===== src/rtl/sec_watchdog.sv =====
module sec_watchdog #(
  parameter int RST_CYCLES = 4,
  localparam int PW = $clog2(RST_CYCLES + 1)
) (
  input  logic       clk,
  input  logic       rst_n,
  input  logic [3:0] tick_in,
  input  logic       reg_we,
  input  logic [1:0] reg_addr,
  input  logic [7:0] reg_wdata,
  output logic [7:0] reg_rdata,
  input  logic       stat_rd,
  output logic       wd_flag,
  output logic       rst_out_n
);

  logic [7:0]    cnt_q;
  logic [7:0]    ctl_q;
  logic          flag_q;
  logic [PW-1:0] pulse_q;

  wire tick    = tick_in[ctl_q[1:0]];
  wire wr_stat = reg_we && (reg_addr == 2'd0);
  wire wr_ctl  = reg_we && (reg_addr == 2'd1);
  wire wr_val  = reg_we && (reg_addr == 2'd2);
  wire expire  = tick && (cnt_q == 8'd1) && !wr_val && !stat_rd;

  always_ff @(posedge clk or negedge rst_n) begin
    if (!rst_n)                    cnt_q <= '0;
    else if (stat_rd)              cnt_q <= '0;
    else if (wr_val)               cnt_q <= reg_wdata;
    else if (tick && cnt_q != '0)  cnt_q <= cnt_q - 8'd1;
  end

  always_ff @(posedge clk or negedge rst_n) begin
    if (!rst_n)                       flag_q <= 1'b0;
    else if (expire)                  flag_q <= 1'b1;
    else if (wr_stat && !reg_wdata[6]) flag_q <= 1'b0;
  end

  always_ff @(posedge clk or negedge rst_n) begin
    if (!rst_n)      ctl_q <= '0;
    else if (wr_ctl) ctl_q <= reg_wdata;
  end

  always_ff @(posedge clk or negedge rst_n) begin
    if (!rst_n)                  pulse_q <= '0;
    else if (expire && ctl_q[7]) pulse_q <= PW'(RST_CYCLES);
    else if (pulse_q != '0)      pulse_q <= pulse_q - PW'(1);
  end

  assign wd_flag   = flag_q;
  assign rst_out_n = (pulse_q == '0);

  always_comb begin
    case (reg_addr)
      2'd0:    reg_rdata = {1'b0, flag_q, 6'b0};
      2'd1:    reg_rdata = ctl_q;
      2'd2:    reg_rdata = cnt_q;
      default: reg_rdata = 8'h00;
    endcase
  end

endmodule


===== config.mk =====
export PLATFORM = sky130hd
export DESIGN_NAME = sec_watchdog
export DESIGN_NICKNAME = d
export VERILOG_FILES = /design/src/rtl/sec_watchdog.sv
export SDC_FILE = /design/constraint.sdc
export NUM_CORES = 1
export LEC_CHECK = 0
export BUFFER_PORTS_ARGS = -buffer_cell sky130_fd_sc_hd__buf_2
export CORE_ASPECT_RATIO = 0.5
export CORE_UTILIZATION = 43
export DETAILED_ROUTE_END_ITERATION = 16
export PLACE_DENSITY = 0.76
export SLEW_MARGIN = 40
export SYNTH_ARGS = -nofsm -noshare
export SYNTH_HDL_FRONTEND = slang
export SYNTH_SLANG_ARGS = --single-unit
export TNS_END_PERCENT = 20

===== constraint.sdc =====
create_clock -name clk -period 2.9 [get_ports clk]
set_clock_uncertainty 0.1 [all_clocks]
set_input_delay 0.145 -clock clk [delete_from_list [all_inputs] [get_ports clk]]
set_output_delay 0.145 -clock clk [all_outputs]
set_load 0.1 [all_outputs]

==> metrics.md <==
| Metric | Value |
|---|---|
| Crit path to | `cnt_q[2]` |
| Critical Path End Type | `register` |
| Critical Path Start Type | `register` |
| Share of cells above drive strength 1 | `31.9%` |
| Reg-to-Reg Start | `cnt_q[0]` |
| Total track usage | `around 18%` |
| Worst EP required | `2.97 ns` |
| Final Max Tran Viols | `0` |
| Post-DR vias/cell | `5.63` |
| Drt drc | `0` |
| Slew @ Worst Pin | `0.751 ns` |
| Fin worst setup slack | `0.886 ns` |
| Grt ovf | `0` |
| Die Height | `39.6 µm` |
| Fin crit share | `69.5%` |
| Max-Cap Viols | `0` |
| Flops & latches, synth | `20` |
| EDFF count, synth | `0` |
| Clock sink total | `20` |
| R2r setup slk | `around 0.89 ns` |
| Critical path class | `reg2reg` |
| Worst-path fanout max | `5` |
| Clk root buf | `clkbuf_8` |
| Peak supply drop | `between 0.3 and 0.4 mV` |
| Syn_nets | `139` |
| Synth cell types | `40` |
| Top-area cell type share of the netlist area | `41.2%` |
| Clock Latency Late Sink | `0.26 ns` |
| Yosys top cell by area | `dfrtp_1` |
| # rows | `13` |
| Core box area | `2640 µm²` |
| First-pass GRT wire length | `4.02 mm` |
| Initial antenna violation count | `0` |
| Initial Util | `46.1%` |
| Post-CTS setup buffers | `0` |
| Detailed Route Iter0 Violations | `49` |
| Syn Area/Cell | `10.4 µm²` |
| Final setup viols | `0` |
| Pwr Density | `about 1000 nW/µm²` |
| ANT cells | `0` |
| Unrepaired setup endpoints after global routing | `false` |
| Final hold violations | `0` |
| Die width | `77.2 µm` |
| Most frequent cells in the layout | `buf_2, dfrtp_1, nor2_1, mux2_2, a22o_1` |
| DRT Wirelength | `2.60 mm` |
| Async S/R FF share, synth | `100%` |
| Post-synthesis cell area | `~1200 µm²` |
| Final Total Pwr | `between 1 and 1.5 mW` |
| CTS resizes | `0` |
| Placement-stage worst setup slack | `0.938 ns` |
| Ys Warns | `0` |
| Largest net degree at the start of global routing | `21` |
| R2R cell count | `6` |
| Hold Path Class | `in2reg` |
| Die Area | `around 3000 µm²` |
| Ys flop type | `dfrtp_1` |
| Final Critical Period | `~2 ns` |
| Leading cell type in the layout, fill and taps excluded | `buf_2` |
| Initial DRT Pass Iterations | `4` |
| Ranking of synthesized cells by area | `dfrtp_1, mux2_2, a22o_1` |
| Sequential-to-total area share from yosys stat | `41.2%` |
| Final HPWL from detailed placement | `1.86 mm` |
| IO Pins | `28` |
| IO buf count | `27` |
| Htree depth | `1` |
| Lkg Pwr | `0.645 nW` |
| Layout Nets | `about 160` |
| Reg-to-Reg End | `cnt_q[2]` |
| Synthesis-to-layout area growth | `17.3%` |
| Hold path depth | `2` |
| CTS tree | `done` |
| Via count | `1002` |
| CP Launch Point | `cnt_q[0]` |
| Peak Freq | `496 MHz` |
| Antenna-violating nets left | `0` |
| CTS max path bufs | `2` |
| Outcome | `completed` |
| Routability Congestion | `0.821` |
| Setup TNS | `0 ns` |
| Hold_sp | `reg_wdata[5]` |
| Clk slew on worst S/H paths | `around 0.080 ns` |
| Arrival time worst endpoint | `around 2.1 ns` |
| WL/cell | `roughly 15 µm` |
| Cts bufs inserted | `3` |
| Vias in the first global route | `828` |
| Slew headroom | `49.8%` |
| Synthesized instance count | `117` |
[sequential cells by signal, indices dropped and copies added (netlist names)]
name and cells:
cnt_q 8, ctl_q 8, wd_flag 1, pulse_q 3
[layout make-up]
| class | instances | area [µm²] |
|---|---|---|
| sequential | 20 | 500 |
| fill | 246 | 1210 |
| inverter | 5 | 18.8 |
| multi-input combinational | 84 | 659 |
| clock buffer | 4 | 55.1 |
| timing repair buffer | 28 | 145 |
| tap | 37 | 46.3 |
[worst max-delay path, stage by stage (launching register included)]
cell and delay [ns]:
dfrtp_1 0.42, inv_1 0.12, ha_1 0.22, or3b_2 0.52, o211ai_1 0.23, xor2_1 0.10
a211oi_1 0.22
[kinds of logic (layout without fill, tap and decap cells)]
group           after synthesis  in the layout  synth area share (%)
fa+ha+maj                     4              4                  4.12
xor+xnor                      6              6                  4.33
buf+inv                      13             37                  4.53
flops                        20             20                  41.2
simple gates                 41             41                  19.7
compound gates               22             22                  14.9
mux                          11             11                  11.2
[power breakdown]
| group | switching [mW] | internal, mW |
|---|---|---|
| combinational | 0.528 | 0.285 |
| sequential | 0.0924 | 0.373 |
| clock | 0.0954 | 0.121 |
| total | 0.716 | 0.779 |
[metal layers]
metal	vias up	global-route usage, %	wire, µm	share of wire [%]
met5	-	0	0	0
met4	0	4.25	19	0.73
met3	2	5.12	136	5.2
met2	26	32.5	1240	48
met1	499	23.2	1200	46
li1	475	-	-	-
[synthesized netlist by cell type (4+ instances only)]
library cell and instances:
a211oi_1 4, a22o_1 7, clkbuf_1 5, dfrtp_1 20
ha_1 4, inv_1 5, mux2_2 8, nand2_1 6
nor2_1 10
[worst min path at each step]
| stage | end | slack [ns] |
|---|---|---|
| 6_report | ctl_q[5] | 0.03 |
| 3_3_place_gp | pulse_q[2] | 0.02 |
| 4_1_cts | ctl_q[5] | 0.03 |
| 3_5_place_dp | pulse_q[2] | 0.02 |
| 5_1_grt | ctl_q[4] | 0.02 |
| 2_1_floorplan | cnt_q[0] | -0.25 |
[metrics by stage]
stage	hold WS, ns	instances	utilization, %	area, µm²
after floorplan	-0.251	117	-	1210
after global placement	0.0168	173	51.6	1360
after detailed placement	0.0248	173	51.6	1360
after CTS	0.0299	178	54.1	1430
after global routing	0.0223	178	54.1	1430
final	0.0290	178	54.1	1430
[timing repair]
action / CTS / global route
hold endpoints to repair: 20 / 0
hold buffers: 1 / 0
endpoints found under the setup margin: 0 / 0
No activity file was read; power rests on OpenSTA's default activity.
